==> src/rtl/lga_pkg.sv <==
package lga_pkg;

    // Per-cell configuration, packed in register bit order (bit 10 down to bit 0)
    typedef struct packed {
        logic [1:0] a_src;     // selector 0 choice
        logic [1:0] b_src;     // selector 1 choice
        logic       a_use_sel; // 1: A from selector 0, 0: A from data-in bit
        logic       b_use_pin; // 1: B from pin, 0: B from selector 1
        logic [3:0] table_bits;
        logic       bypass;    // 1: combinational output
    } cell_cfg_t;

    localparam int CFG_W = $bits(cell_cfg_t);

    function automatic logic eval_table(input logic [3:0] tbl, input logic a, input logic b);
        return tbl[{a, b}];
    endfunction

endpackage

==> src/rtl/lga_cell.sv <==
module lga_cell
    import lga_pkg::*;
(
    input  logic      clk,
    input  logic      rst,
    input  cell_cfg_t cfg_i,
    input  logic      pin_i,
    input  logic      din_i,
    input  logic [3:0] sel0_src_i,
    input  logic [3:0] sel1_src_i,
    output logic      q_o,
    output logic      out_o
);

    logic op_a;
    logic op_b;
    logic func;
    logic q;

    always_comb begin
        op_a = cfg_i.a_use_sel ? sel0_src_i[cfg_i.a_src] : din_i;
        op_b = cfg_i.b_use_pin ? pin_i : sel1_src_i[cfg_i.b_src];
        func = eval_table(cfg_i.table_bits, op_a, op_b);
    end

    always_ff @(posedge clk) begin
        if (rst) q <= 1'b0;
        else     q <= func;
    end

    assign q_o   = q;
    assign out_o = cfg_i.bypass ? func : q;

    // a registered cell shows the result captured one edge earlier
    assert_ff_delay_R10: assert property (@(posedge clk) disable iff (rst)
        1'b1 |=> (cfg_i.bypass || out_o == $past(func)));

    // constant tables force the bypassed output
    assert_table_one_R6: assert property (@(posedge clk) disable iff (rst)
        (cfg_i.bypass && cfg_i.table_bits == 4'hF) |-> out_o);
    assert_table_zero_R6: assert property (@(posedge clk) disable iff (rst)
        (cfg_i.bypass && cfg_i.table_bits == 4'h0) |-> !out_o);

endmodule

==> src/rtl/lga_regs.sv <==
module lga_regs
    import lga_pkg::*;
#(
    parameter int NCELL  = 16,
    parameter int ADDR_W = 8,
    parameter int DATA_W = 32
) (
    input  logic              clk,
    input  logic              rst,
    input  logic [ADDR_W-1:0] bus_addr,
    input  logic              bus_we,
    input  logic [DATA_W-1:0] bus_wdata,
    output logic [DATA_W-1:0] bus_rdata,
    input  logic [NCELL-1:0]  cell_out_i,
    output cell_cfg_t         cfg_o [NCELL],
    output logic [NCELL-1:0]  din_o
);

    localparam int IDX_W = ADDR_W - 2;
    localparam logic [IDX_W-1:0] DIN_IDX  = IDX_W'(NCELL);
    localparam logic [IDX_W-1:0] DOUT_IDX = IDX_W'(NCELL + 1);

    logic [IDX_W-1:0]  word_idx;
    logic              aligned;
    logic              hit;
    logic [DATA_W-1:0] rd_next;
    cell_cfg_t         cfg_q [NCELL];
    logic [NCELL-1:0]  din_q;

    assign word_idx = bus_addr[ADDR_W-1:2];
    assign aligned  = (bus_addr[1:0] == 2'b00);

    for (genvar i = 0; i < NCELL; i++) begin : g_cfg
        always_ff @(posedge clk) begin
            if (rst)
                cfg_q[i] <= '0;
            else if (bus_we && aligned && word_idx == IDX_W'(i))
                cfg_q[i] <= cell_cfg_t'(bus_wdata[CFG_W-1:0]);
        end
        assign cfg_o[i] = cfg_q[i];
    end

    always_ff @(posedge clk) begin
        if (rst)
            din_q <= '0;
        else if (bus_we && aligned && word_idx == DIN_IDX)
            din_q <= bus_wdata[NCELL-1:0];
    end
    assign din_o = din_q;

    always_comb begin
        rd_next = '0;
        hit     = 1'b0;
        if (aligned) begin
            for (int i = 0; i < NCELL; i++) begin
                if (word_idx == IDX_W'(i)) begin
                    rd_next = {{(DATA_W-CFG_W){1'b0}}, cfg_q[i]};
                    hit     = 1'b1;
                end
            end
            if (word_idx == DIN_IDX) begin
                rd_next = {{(DATA_W-NCELL){1'b0}}, din_q};
                hit     = 1'b1;
            end
            if (word_idx == DOUT_IDX) begin
                rd_next = {{(DATA_W-NCELL){1'b0}}, cell_out_i};
                hit     = 1'b1;
            end
        end
    end

    always_ff @(posedge clk) begin
        if (rst) bus_rdata <= '0;
        else     bus_rdata <= rd_next;
    end

    // reset leaves data-in and cell 0 configuration cleared
    assert_reset_clear_R1: assert property (@(posedge clk)
        rst |=> (din_q == '0 && cfg_q[0] == '0));

    // an unmapped or misaligned address reads zero next cycle
    assert_unmapped_zero_R5: assert property (@(posedge clk) disable iff (rst)
        !hit |=> bus_rdata == '0);

    // writing the read-only output register disturbs nothing
    assert_dout_readonly_R4: assert property (@(posedge clk) disable iff (rst)
        (bus_we && aligned && word_idx == DOUT_IDX) |=> ($stable(din_q) && $stable(cfg_q[0])));

    // data-in write captures the low bits of write data
    assert_din_write_R3: assert property (@(posedge clk) disable iff (rst)
        (bus_we && aligned && word_idx == DIN_IDX) |=> din_q == $past(bus_wdata[NCELL-1:0]));

endmodule

==> src/rtl/lga_array.sv <==
module lga_array
    import lga_pkg::*;
#(
    parameter int GROUP_SIZE = 8,
    parameter int ADDR_W     = 8
) (
    input  logic                      clk,
    input  logic                      rst,
    input  logic [ADDR_W-1:0]         bus_addr,
    input  logic                      bus_we,
    input  logic [31:0]               bus_wdata,
    output logic [31:0]               bus_rdata,
    input  logic [2*GROUP_SIZE-1:0]   pin_in,
    output logic [2*GROUP_SIZE-1:0]   pin_out
);

    localparam int NCELL = 2 * GROUP_SIZE;

    cell_cfg_t        cfg [NCELL];
    logic [NCELL-1:0] din;
    logic [NCELL-1:0] q_vec;
    logic [NCELL-1:0] out_vec;

    lga_regs #(
        .NCELL (NCELL),
        .ADDR_W(ADDR_W),
        .DATA_W(32)
    ) u_regs (
        .clk       (clk),
        .rst       (rst),
        .bus_addr  (bus_addr),
        .bus_we    (bus_we),
        .bus_wdata (bus_wdata),
        .bus_rdata (bus_rdata),
        .cell_out_i(out_vec),
        .cfg_o     (cfg),
        .din_o     (din)
    );

    for (genvar i = 0; i < NCELL; i++) begin : g_cell
        localparam int GRP  = i / GROUP_SIZE;
        localparam int POS  = i % GROUP_SIZE;
        localparam int LINK = (POS == 0) ? ((1 - GRP) * GROUP_SIZE + GROUP_SIZE - 1) : (i - 1);
        localparam int NEXT = GRP * GROUP_SIZE + (POS + 1) % GROUP_SIZE;
        localparam int PEER = (i + GROUP_SIZE) % NCELL;

        logic [3:0] sel0_src;
        logic [3:0] sel1_src;
        assign sel0_src = {1'b0, q_vec[NEXT], q_vec[i], q_vec[LINK]};
        assign sel1_src = {1'b1, q_vec[PEER], q_vec[i], q_vec[NEXT]};

        lga_cell u_cell (
            .clk       (clk),
            .rst       (rst),
            .cfg_i     (cfg[i]),
            .pin_i     (pin_in[i]),
            .din_i     (din[i]),
            .sel0_src_i(sel0_src),
            .sel1_src_i(sel1_src),
            .q_o       (q_vec[i]),
            .out_o     (out_vec[i])
        );
    end

    assign pin_out = out_vec;

    // cell 0 in pass-through of its link shows the registered value of the last cell
    assert_xlink_R8: assert property (@(posedge clk) disable iff (rst)
        (cfg[0].a_src == 2'd0 && cfg[0].a_use_sel && cfg[0].table_bits == 4'b1100 && cfg[0].bypass)
        |-> pin_out[0] == q_vec[NCELL-1]);

endmodule

==> config.mk <==
export PLATFORM = sky130hd
export DESIGN_NAME = lga_array
export DESIGN_NICKNAME = d
export VERILOG_FILES = /design/src/rtl/lga_pkg.sv /design/src/rtl/lga_cell.sv /design/src/rtl/lga_regs.sv /design/src/rtl/lga_array.sv
export SDC_FILE = /design/constraint.sdc
export NUM_CORES = 1
export LEC_CHECK = 0
export BUFFER_PORTS_ARGS = -buffer_cell sky130_fd_sc_hd__buf_2
export CORE_ASPECT_RATIO = 0.7
export CORE_UTILIZATION = 30
export DETAILED_ROUTE_END_ITERATION = 8
export MAX_ROUTING_LAYER = met4
export PLACE_DENSITY_LB_ADDON = 0.1
export REMOVE_ABC_BUFFERS = 1
export SLEW_MARGIN = 20
export SYNTH_ARGS = -nofsm -noshare
export SYNTH_HDL_FRONTEND = slang
export SYNTH_HIERARCHICAL = 1
export SYNTH_SLANG_ARGS = --single-unit
==> constraint.sdc <==
create_clock -name clk -period 1.9 [get_ports clk]
set_input_delay 0.095 -clock clk [delete_from_list [all_inputs] [get_ports clk]]
set_output_delay 0.095 -clock clk [all_outputs]
set_load 0.01 [all_outputs]
=== Word level (Yosys, flattened, before mapping) ===
Memories as Yosys holds them, arrays and structs flattened.
Cells that the tools add are included.

* Register bits after elaboration: 64
* Bits in latches: 0
* Memory bits (writable): 176
* Memory bits (read-only): 0
* Output and inout bits: 48
* Word-level logic and storage cells: 352
* Memories: 1

{| class="wikitable"
|+ Memories
! name !! words !! bits a word !! read ports !! clocked after memory_dff !! write ports !! line !! text
|-
| u_regs.cfg_q || 16 || 11 || 16 || 0 || 16 || lga_regs.sv:27 || <nowiki>cell_cfg_t cfg_q [NCELL];</nowiki>
|}

* Add/subtract/negate cells: 0
* Multiply operators: 0
* Divide/modulo/power cells: 0
* Order comparisons: 48
* Eq/ne operators: 17
* Shifts and indexed selects: 0
* Muxes and demuxes: 228
* Bitwise logic cells: 17
* Reductions and logical operators: 22

{| class="wikitable"
|+ Operators with widths
! cell !! count
|-
| 2-to-1 mux 11 bit || 32
|-
| 2-to-1 mux 1 bit || 146
|-
| less-than comparator 2 x 3 -> 1 bit (second input constant) || 48
|-
| binary-select mux 1 bit (select 2 bit) || 48
|-
| equality test 6 x 4 -> 1 bit (second input constant) || 8
|-
| 2-to-1 mux 16 bit || 2
|-
| equality test 6 x 3 -> 1 bit (second input constant) || 4
|-
| OR reduction 19 bit || 1
|-
| logical AND 1 bit || 18
|-
| OR 1 bit || 16
|-
| equality test 6 x 2 -> 1 bit (second input constant) || 2
|-
| equality test 6 x 5 -> 1 bit (second input constant) || 2
|-
| equality test 6 x 1 -> 1 bit (second input constant) || 1
|-
| zero test 6 bit || 1
|-
| zero test 2 bit || 1
|-
| OR reduction 2 bit || 1
|-
| NOT 1 bit || 1
|}

=== Longest topological paths before layout ===
Gate-level depths: netlist (run 1).

* Word-level depth: 19
* Mapped depth: 11
* Mapped depth without buffers: 11

=== Modules after synthesis ===
The synthesis (run 1) kept the hierarchy.

{| class="wikitable"
|+ Modules (own cells, without submodules)
! module !! instances !! cells each !! area each (sq um) !! sequential area each (sq um)
|-
| lga_regs || 1 || 866 || 10037.1 || 5925.7
|-
| lga_cell || 16 || 17 || 187.7 || 20.0
|-
| lga_array || 1 || 2 || 7.5 || 0.0
|}

=== Worst setup path before layout (run 1) ===
No wires, ideal clock.

* Kind: reg-to-reg
* From: memory u_regs/cfg_q[0][18] in the netlist's numbering
* To: register u_regs.bus_rdata[1]
* Arrival time: 1977 ps
* Data required time: 1769 ps
* Path slack: -208 ps
* Stages on the path, launching flop included: 9
* Clock period less this slack: 2108 ps
* Path through: edfxtp_1 -> mux2_4 -> o311ai_4 -> mux2i_1 -> mux2_4 -> mux2i_1 -> o22ai_1 -> a2111oi_0 -> nor3_1

{| class="wikitable"
|+ RTL lines
! what !! line !! text
|-
| start, declared || lga_regs.sv:27 ||
|-
| end signal, assigned || lga_regs.sv:74 || <nowiki>else bus_rdata <= rd_next;</nowiki>
|-
| end, declared || lga_regs.sv:13 || <nowiki>output logic [DATA_W-1:0] bus_rdata,</nowiki>
|}

=== Final worst setup path (run 1) ===
* From: register g_cell[9].u_cell.q
* To: output port pin_out[9]

* Cells in the longest elaborated chain, start to end: 6

{| class="wikitable"
|+ RTL lines
! what !! line !! text
|-
| start, declared || lga_cell.sv:18 || <nowiki>logic q;</nowiki>
|-
| start signal, assigned || lga_cell.sv:28 || <nowiki>else q <= func;</nowiki>
|-
| binary-select mux 1 bit (select 2 bit), on equally long branches || lga_cell.sv:22, lga_cell.sv:21 ||
|-
| 2-to-1 mux 1 bit, on equally long branches (2 in series) || lga_cell.sv:22, lga_cell.sv:21 ||
|-
| binary-select mux 1 bit (select 2 bit) || lga_pkg.sv:16 || <nowiki>return tbl[{a, b}];</nowiki>
|-
| 2-to-1 mux 1 bit (not written as such) || lga_pkg.sv:16 ||
|-
| 2-to-1 mux 1 bit * || lga_cell.sv:32 || <nowiki>assign out_o = cfg_i.bypass ? func : q;</nowiki>
|-
| end, declared || lga_array.sv:14 || <nowiki>output logic [2*GROUP_SIZE-1:0] pin_out</nowiki>
|}

Mark *: on every way between the ends. The rest lies on a longest branch, timed or not. The select of a mux whose other input is x is not followed.

==> results of run 1 <==
-- stage by stage --
stage / setup WS (ps) / power [mW] / instances / hold slack (ps)
2_1_floorplan: -211 / 6.76 / 1095 / 164
3_3_place_gp: -592 / 8.14 / 2047 / 339
3_5_place_dp: -609 / 8.14 / 2047 / 341
4_1_cts: -580 / 13.9 / 2123 / 5.07
5_1_grt: -618 / 14.3 / 2128 / 44.2
6_report: -535 / 13.9 / 2128 / 27.3
-- cells by family (layout without fill, tap and decap cells) --
kind of cell / Yosys count / after routing
AND/OR/NAND/NOR: 446 / 446
flip-flops: 224 / 224
AO/OA/AOI/OAI: 205 / 205
multiplexers: 166 / 166
buffers and inverters: 96 / 454
other: 3 / 48
-- Yosys cell counts (all sizes together) (6+ instances only) --
cell,number,area (um2)
mux2i,119,1190
o21ai,23,115
dfxtp,48,961
clkbuf,43,161
inv,6,22.5
nand3,13,65.1
a211oi,6,45.0
edfxtp,176,5290
nor3,20,116
mux4,8,180
nor2b,21,131
a31oi,9,56.3
o22ai,16,100
nand2,70,263
a21oi,46,230
nand3b,16,120
and2,177,1110
o221ai,21,284
nand2b,53,332
a32oi,6,52.6
o311ai,16,420
nor2,50,195
buf,47,310
a21o,16,120
a22oi,11,82.6
mux2,39,559
-- metal layers --
layer | vias up | GRT usage, % | wire length (um)
met4 | 0 | 3.86 | 831
met5 | - | - | 0
met1 | 5388 | 40.2 | 28700
met2 | 409 | 33.9 | 21800
li1 | 4943 | - | -
met3 | 47 | 3.29 | 3700
-- area by class of cell --
cell class,count,area (um2),share of cell area [%]
Clock inverter,14,254,1.42
Tap cell,585,732,4.09
Timing Repair Buffer,403,3330,18.6
Clock buffer,31,658,3.67
Sequential cell,224,6290,35.1
Inverter,6,22.5,0.126
Multi-Input combinational cell,865,6630,37.0
-- worst max-delay path: cells and delay by family (launching register included) --
family | cells | cell delay (ps)
mux | 3 | 790
compound gates | 1 | 250
buf+inv | 4 | 400
flops | 1 | 350
-- sequential cells by signal (all words and copies together) (netlist names) --
name and count:
u_regs/cfg_q 176, u_regs/din_o 16, g_cell.u_cell/q_o 16, u_regs/bus_rdata 16
-- how the worst min path moves through the flow --
stage                       start                       endpoint  slack, ps
floorplan                     rst   u_regs/din_o[0]$_SDFFE_PP0P_        160
global placement    bus_wdata[15]  u_regs/din_o[15]$_SDFFE_PP0P_        340
detailed placement  bus_wdata[11]  u_regs/din_o[11]$_SDFFE_PP0P_        340
CTS                           rst  u_regs/din_o[15]$_SDFFE_PP0P_          5
global route                  rst  u_regs/din_o[15]$_SDFFE_PP0P_         40
finish                        rst  u_regs/din_o[15]$_SDFFE_PP0P_         30
-- where the power goes --
part	switching (mW)	internal (mW)
combinational	1.26	1.29
clock	2.14	3.41
sequential	0.288	5.52
total	3.69	10.2
-- timing repair --
action,CTS,global route
pin swaps,31,22
hold endpoints to repair,5,0
buffers inserted,28,8
cloned,0,0
setup endpoints to repair,32,32
hold buffers,5,0
resized for setup,84,18
==> impl_metrics.yaml, run 1 <==
floorplanning:
  fp.dieArea_um2: 44300
  core-area_um2: 42600
  die_width_um: 251
  die_y_um: 176
  initial_core_util_pct: 30.6
  pin_count: 107
  fp-row-count: 63
critical_path:
  path_cells: "buf_6, buf_6, mux2_4, o311ai_4, mux2i_2, mux2_4, buf_6, buf_6"
  crit_top_cell: "buf_6"
  startpoint_type: "flip-flop"
  r2r-start: "u_regs/cfg_q[0][20]$_SDFFCE_PN0P_"
  rr_worst_depth: 10
  cp.arrival_ps: 2340
  cp_slowest_stage_delay_ps: 350
  slowest_stage: "dfxtp_4"
  r2r_end: "u_regs/bus_rdata[1]$_SDFF_PP0_"
  r2r_slack_ps: -410
  required_ps: 1800
  startpoint: "g_cell[9].u_cell/q_o$_SDFF_PP0_"
  crit_path_end: "pin_out[9]"
  path_class: "flip-flop to output pin"
  endpoint_kind: "output pin"
  cp_max_fo: 4
synthesis:
  synth_compound_area_share_pct: 13.9
  synth_seq_cells: 224
  syn_area_um2: 13000
  synthMuxAreaShare_pct: 14.8
  ys_seq_area_share_pct: 47.9
  synth_edf_count: 176
  yosys_warnings: 6
  synth_top_family_by_area: "simple AND/OR/NAND/NOR gates"
  synth_cell_type_count: 71
  synth-xor-area-share_pct: 0
  synth_adder_area_share_pct: 0
  synth_ff_type: "edfxtp_1"
  syn_avg_cell_area_um2: 11.4
  ys_async_sr_fraction_pct: 0
  syn_inst: 1140
  yosys.area_share.simple_pct: 19.6
timing:
  fin_ws_ps: -535
  grt_setup_unrepaired: "true"
  worstMarginPinSlew_ps: 721
  fmax_mhz: 411
  finalSetupViolations: 28
  period_minus_slack_ps: 2430
  hold_viol: 0
  drv_slew: 0
  max_slew_margin_pct: 51.9
  skew_ps: 14.2
  period_share_pct: 128
  tns_ps: -10980
global_routing:
  grt_use_total_pct: 25.3
  grt_max_degree: 27
  first_global_vias: 10200
  antenna_found_initial: 4
  grt-ovfl-total: 0
  grt_pass1_wl_mm: 77.3
drt:
  drc_errors: 0
  drt-total-wl_mm: 55.1
  via_per_inst: 5.07
  drtIter0Drc: 1118
  first_pass_iters: 7
  antenna_left: 0
  wire_per_inst_um: 25.9
  vias: 10800
clock_tree:
  cts_buffers: 25
  htreeDepth: 1
  path_clk_slew_ps: 60
  cts_sinks: 224
  cts_tree: "done"
  cts_root_buf: "clkbuf_16"
  insertion_delay_ps: 560
  clock_path_buffers: 3
flow_run:
  drv_cap: 0
placed_design:
  dp_hpwl_mm: 40.8
  placed_cell_area_um2: 16300
  gp_congestion: 0.946
  io_buffer_count: 74
layout:
  fin_util_pct: 42.0
  drive_above_1_share_pct: 36.8
  area_growth_pct: 37.3
  n_fill_cell: 4166
  fin_nets: 1584
  design_area_um2: 17900
  layout_commonest_cell: "buf_4"
  final_cell_mix: "275 x buf_4, 177 x and2_1, 176 x edfxtp_1"
  antenna_cells: 0
min_path:
  hold_depth: 3
  hp-class: "input pin to flip-flop"
run_status:
  violations: "negative setup slack"
  status: "finished with violations"
pwr:
  leakagePower_nw: 7.14
  p_per_area_nw_per_um2: 777
  vdd_drop_max_mv: 0.557
(Power assumes the default switching activity.)
==> run 2: changes to the inputs <==
Settings changed: MAX_ROUTING_LAYER met4 to unset.
==> run 2 against run 1 <==
The flow still finishes with violations (negative setup slack). Clock power is 7.0% lower. First-iteration DRC count is 8.9% lower. Worst setup slack better by 13 ps. Critical path type unchanged. Final area is 0.99% higher. Sequential share of layout area is 0.30 points lower. Die area stayed put.
==> impl_metrics.yaml, run 2 (synthesis gave the netlist of run 1 again) <==
layout:
  area_growth_pct: 38.7
  n_fill_cell: 4076
  seq_area_um2: 6290
  max_flop_register: "u_regs/cfg_q"
  layout_commonest_cell: "buf_4"
  largest_reg_flops: 176
  fin_nets: 1604
  final_cell_mix: "284 x buf_4, 177 x and2_1, 176 x edfxtp_1"
  antenna_cells: 0
  drive_above_1_share_pct: 37.6
  multi_input_area_um2: 6680
global_routing:
  grt_use_total_pct: 24.8
  first_global_vias: 10500
  grt_max_degree: 30
  antenna_found_initial: 5
  grt-ovfl-total: 0
  grt_pass1_wl_mm: 77.6
clock_tree:
  cts_buffers: 26
  clock_path_buffers: 3
  cts_tree: "done"
  htreeDepth: 1
  path_clk_slew_ps: 70
  cts_root_buf: "clkbuf_16"
  insertion_delay_ps: 560
  cts_sinks: 224
drt:
  drc_errors: 0
  via_per_inst: 5.03
  wire_per_inst_um: 25.7
  vias: 10800
  first_pass_iters: 5
  drt-total-wl_mm: 55.2
  drtIter0Drc: 1019
  antenna_left: 0
critical_path:
  required_ps: 1800
  endpoint_kind: "output pin"
  startpoint_type: "flip-flop"
  cp_max_fo: 4
  cp.arrival_ps: 2330
  path_class: "flip-flop to output pin"
run_status:
  status: "finished with violations"
  violations: "negative setup slack"
timing:
  drv_slew: 0
  fin_ws_ps: -522
  max_slew_margin_pct: 48.3
  grt_setup_unrepaired: "true"
  finalSetupViolations: 28
  timing.hold.ws_ps: 79.8
  worstMarginPinSlew_ps: 776
  fmax_mhz: 413
  hold_viol: 0
  period_minus_slack_ps: 2420
  period_share_pct: 127
  skew_ps: 23.7
placed_design:
  dp_hpwl_mm: 40.7
  place_ws_ps: -524
  gp_congestion: 0.918
  io_buffer_count: 74
pwr:
  p_per_area_nw_per_um2: 751
  totalPowerFinal_mw: 13.6
  leakagePower_nw: 7.23
  vdd_drop_max_mv: 0.612
min_path:
  hp-class: "input pin to flip-flop"
floorplanning:
  core-area_um2: 42600
  pin_count: 107
  fp-row-count: 63
  die_width_um: 251
  initial_core_util_pct: 30.6
  fp.dieArea_um2: 44300
  die_y_um: 176
flow_run:
  drv_cap: 0
==> run 2: changes by cell type in the layout (fill, tap and decap cells not counted), moves of 3 or more <==
cell	previous run	this run
clkinv_1	1	6
buf_6	44	50
buf_4	275	284
clkinv_2	3	6
bufinv_16	7	3
==> run 2: where the power goes <==
group / switching (mW) / internal, mW / total [mW] / leakage, nW
clock network: 2.17 / 2.99 / 5.16 / 0.414
logic: 1.28 / 1.34 / 2.63 / 4.75
registers: 0.285 / 5.52 / 5.81 / 2.07
total: 3.74 / 9.86 / 13.6 / 7.23
==> run 2: final timing paths <==
path / slack, ps / end / from / cells after the start
setup / recovery: -520 / pin_out[3] / g_cell[3].u_cell/q_o$_SDFF_PP0_ / 7
hold / removal: 80 / u_regs/din_o[1]$_SDFFE_PP0P_ / bus_wdata[1] / 3
setup reg to reg: -450 / u_regs/bus_rdata[2]$_SDFF_PP0_ / g_cell[3].u_cell/q_o$_SDFF_PP0_ / 12
hold reg to reg: 480 / u_regs/din_o[14]$_SDFFE_PP0P_ / u_regs/din_o[14]$_SDFFE_PP0P_ / 2
==> run 2: final cells by class <==
class                      count  area share (%)
timing repair buffer         422            19.5
clock inverter                16           0.830
clock buffer                  32            3.84
multi-input combinational    865            36.9
sequential                   224            34.8
tap                          585            4.05
inverter                       6           0.124
==> run 2: layer usage <==
metal | wire length [um] | global-route usage (%) | up-vias
li1 | - | - | 4978
met1 | 28300 | 39.2 | 5383
met2 | 21600 | 34.0 | 411
met3 | 4220 | 5.01 | 50
met4 | 1000 | 4.83 | 0
met5 | 0 | 0 | -
==> run 2: critical path, cell delays in order, from the launching register on <==
cell and delay, ps:
dfxtp_4 380, buf_6 130, mux2_4 260, o311ai_4 300, mux2i_1 290, mux2_4 220
buf_6 100, buf_6 90
==> run 2: what timing repair did <==
| action | 4_1_cts | 5_1_grt |
|---|---|---|
| hold endpoints to repair | 6 | 0 |
| buffers inserted | 39 | 13 |
| gates resized for setup | 97 | 29 |
| pin swaps | 36 | 25 |
| hold buffers | 7 | 0 |
| setup endpoints to repair | 32 | 33 |
==> run 2: stage by stage <==
stage	std cells	area, um2	TNS [ps]	utilization, %
3_3_place_gp	2053	16300	-19930	38.3
3_5_place_dp	2053	16400	-19830	38.3
4_1_cts	2143	17900	-11410	42.0
2_1_floorplan	1095	12700	-503	-
6_report	2150	18100	-10440	42.4
5_1_grt	2150	18100	-13450	42.4
==> run 3: changes to the inputs <==
Settings changed: CORE_UTILIZATION 30 to 40.
==> run 3 against run 2 <==
The flow still finishes with violations (negative setup slack). Critical path type unchanged. First-iteration DRC count grew 43%. Via count grew 0.81%. Register-to-register slack gained 50 ps. Non-clock buffer count shrank 28. Combinational power shrank 6%. Total power shrank 0.73%. Largest cell class unchanged. Highest routed layer unchanged. Sequential share of layout area grew 0.98 points. Cell count shrank 9.1%. Sequential power is essentially flat. Die area shrank 25%. Worst hold slack lost 41 ps. Final area shrank 2.8%.
==> impl_metrics.yaml, run 3 (synthesis gave the netlist of run 1 again) <==
placed_design:
  placed_cell_area_um2: 15900
  dp_hpwl_mm: 37.3
  gp_congestion: 1.00
  io_buffer_count: 74
drt:
  drtIter0Drc: 1460
  drc_errors: 0
  vias: 10900
  antenna_left: 0
  wire_per_inst_um: 25.9
  drt-total-wl_mm: 50.7
  first_pass_iters: 6
  via_per_inst: 5.58
global_routing:
  first_global_vias: 10200
  grt-ovfl-total: 0
  antenna_found_initial: 2
  grt_pass1_wl_mm: 72.5
  grt_max_degree: 28
  grt_use_total_pct: 30.3
pwr:
  vdd_drop_max_mv: 0.590
  totalPowerFinal_mw: 13.5
  pwr-share-seq_pct: 43.2
  p_per_area_nw_per_um2: 767
  p_sw_mw: 3.61
  netSwitchingFraction_pct: 26.8
  leakagePower_nw: 7.05
  clock_power_share_pct: 38.6
  p_comb_share_pct: 18.2
  internal_power_mw: 9.88
clock_tree:
  clock_path_buffers: 3
  cts_root_buf: "clkbuf_16"
  insertion_delay_ps: 550
  cts_tree: "done"
  htreeDepth: 1
  cts_sinks: 224
  cts_buffers: 24
  path_clk_slew_ps: 70
critical_path:
  path_cells: "mux2i_2, o221ai_2, mux2i_1, mux2i_1, mux2_4, buf_6, buf_6"
  cp.arrival_ps: 2350
  path_class: "flip-flop to output pin"
  required_ps: 1800
  cp_slowest_stage_delay_ps: 490
  cp_max_fo: 3
  slowest_stage: "edfxtp_1"
  endpoint_kind: "output pin"
  startpoint_type: "flip-flop"
timing:
  grt_setup_unrepaired: "true"
  hold_viol: 0
  period_minus_slack_ps: 2450
  drv_slew: 0
  worstMarginPinSlew_ps: 652
  period_share_pct: 129
  skew_ps: 29.4
  max_slew_margin_pct: 56.1
  fmax_mhz: 409
  finalSetupViolations: 27
  fin_ws_ps: -546
  tns_ps: -10060
  timing.hold.ws_ps: 38.6
floorplanning:
  die_y_um: 153
  fp.dieArea_um2: 33400
  initial_core_util_pct: 41.3
  fp-row-count: 54
  core-area_um2: 31600
  pin_count: 107
  die_width_um: 218
layout:
  layout_commonest_cell: "buf_4"
  n_fill_cell: 2784
  largest_reg_flops: 176
  seq_area_um2: 6290
  area_growth_pct: 34.8
  fin_nets: 1574
  drive_above_1_share_pct: 36.8
  max_flop_register: "u_regs/cfg_q"
  multi_input_area_um2: 6680
  final_cell_mix: "271 x buf_4, 177 x and2_1, 176 x edfxtp_1"
  design_area_um2: 17600
min_path:
  hp-class: "input pin to flip-flop"
flow_run:
  drv_cap: 0
run_status:
  violations: "negative setup slack"
  status: "finished with violations"
==> run 3: changes by cell type in the layout (fill, tap and decap cells not counted), sizes merged, moves of 2 or more <==
cell      delta
buf         -27
bufinv       +2
clkbuf       -5
clkinv       -4
clkinvlp     +2
diode        +2
==> run 3: layout make-up <==
class | count | share of cell area [%]
Clock inverter | 17 | 1.27
Tap cell | 420 | 2.99
Antenna cell | 2 | 0.0285
Multi-Input combinational cell | 865 | 38.0
Inverter | 6 | 0.128
Clock buffer | 27 | 3.60
Sequential cell | 224 | 35.8
Timing Repair Buffer | 394 | 18.2
==> run 3: power groups by stage <==
stage | sequential (mW) | combinational, mW | clock [mW]
5_1_grt | 5.85 | 2.57 | 5.44
6_report | 5.83 | 2.46 | 5.21
3_5_place_dp | 5.93 | 2.09 | 0
2_1_floorplan | 5.80 | 0.957 | 0
4_1_cts | 5.83 | 2.39 | 5.28
3_3_place_gp | 5.93 | 2.08 | 0
==> run 3: final timing paths <==
kind / cells past startpoint / endpoint / start / slack [ps]
hold / removal: 5 / u_regs/bus_rdata[0]$_SDFF_PP0_ / bus_addr[0] / 40
hold reg to reg: 2 / u_regs/din_o[6]$_SDFFE_PP0P_ / u_regs/din_o[6]$_SDFFE_PP0P_ / 480
setup / recovery: 7 / pin_out[4] / u_regs/cfg_q[0][53]$_SDFFCE_PN0P_ / -550
setup reg to reg: 11 / u_regs/bus_rdata[8]$_SDFF_PP0_ / u_regs/cfg_q[1][9]$_SDFFCE_PN0P_ / -400
==> run 3: repair_timing <==
| action | CTS | global route |
|---|---|---|
| pin swaps | 34 | 21 |
| setup buffers | 39 | 16 |
| gates resized for setup | 94 | 17 |
| gates cloned | 0 | 0 |
| endpoints found under the setup margin | 31 | 36 |
| endpoints found under the hold margin | 8 | 0 |
| hold buffers | 6 | 0 |
==> run 3: routing by layer <==
layer | GRT usage, % | vias up | part of all wire [%]
met5 | 0 | - | 0
met4 | 6.49 | 0 | 2.3
met3 | 5.95 | 63 | 9.8
met2 | 41.3 | 548 | 40
met1 | 48.6 | 5379 | 48
li1 | - | 4920 | -
==> run 3: critical path, delay by kind of cell (launching register included) <==
kind / cells / cell delay (ps)
muxes: 4 / 860
buffers and inverters: 2 / 230
DFF: 1 / 490
AOI/OAI and AO/OA: 1 / 230
==> run 3: per-stage QoR <==
stage,utilization [%],std cells,setup slack [ps]
floorplan,-,1095,-211
global placement,50.3,1860,-436
detailed placement,50.3,1860,-487
CTS,55.2,1944,-543
global route,55.6,1953,-632
finish,55.6,1955,-546
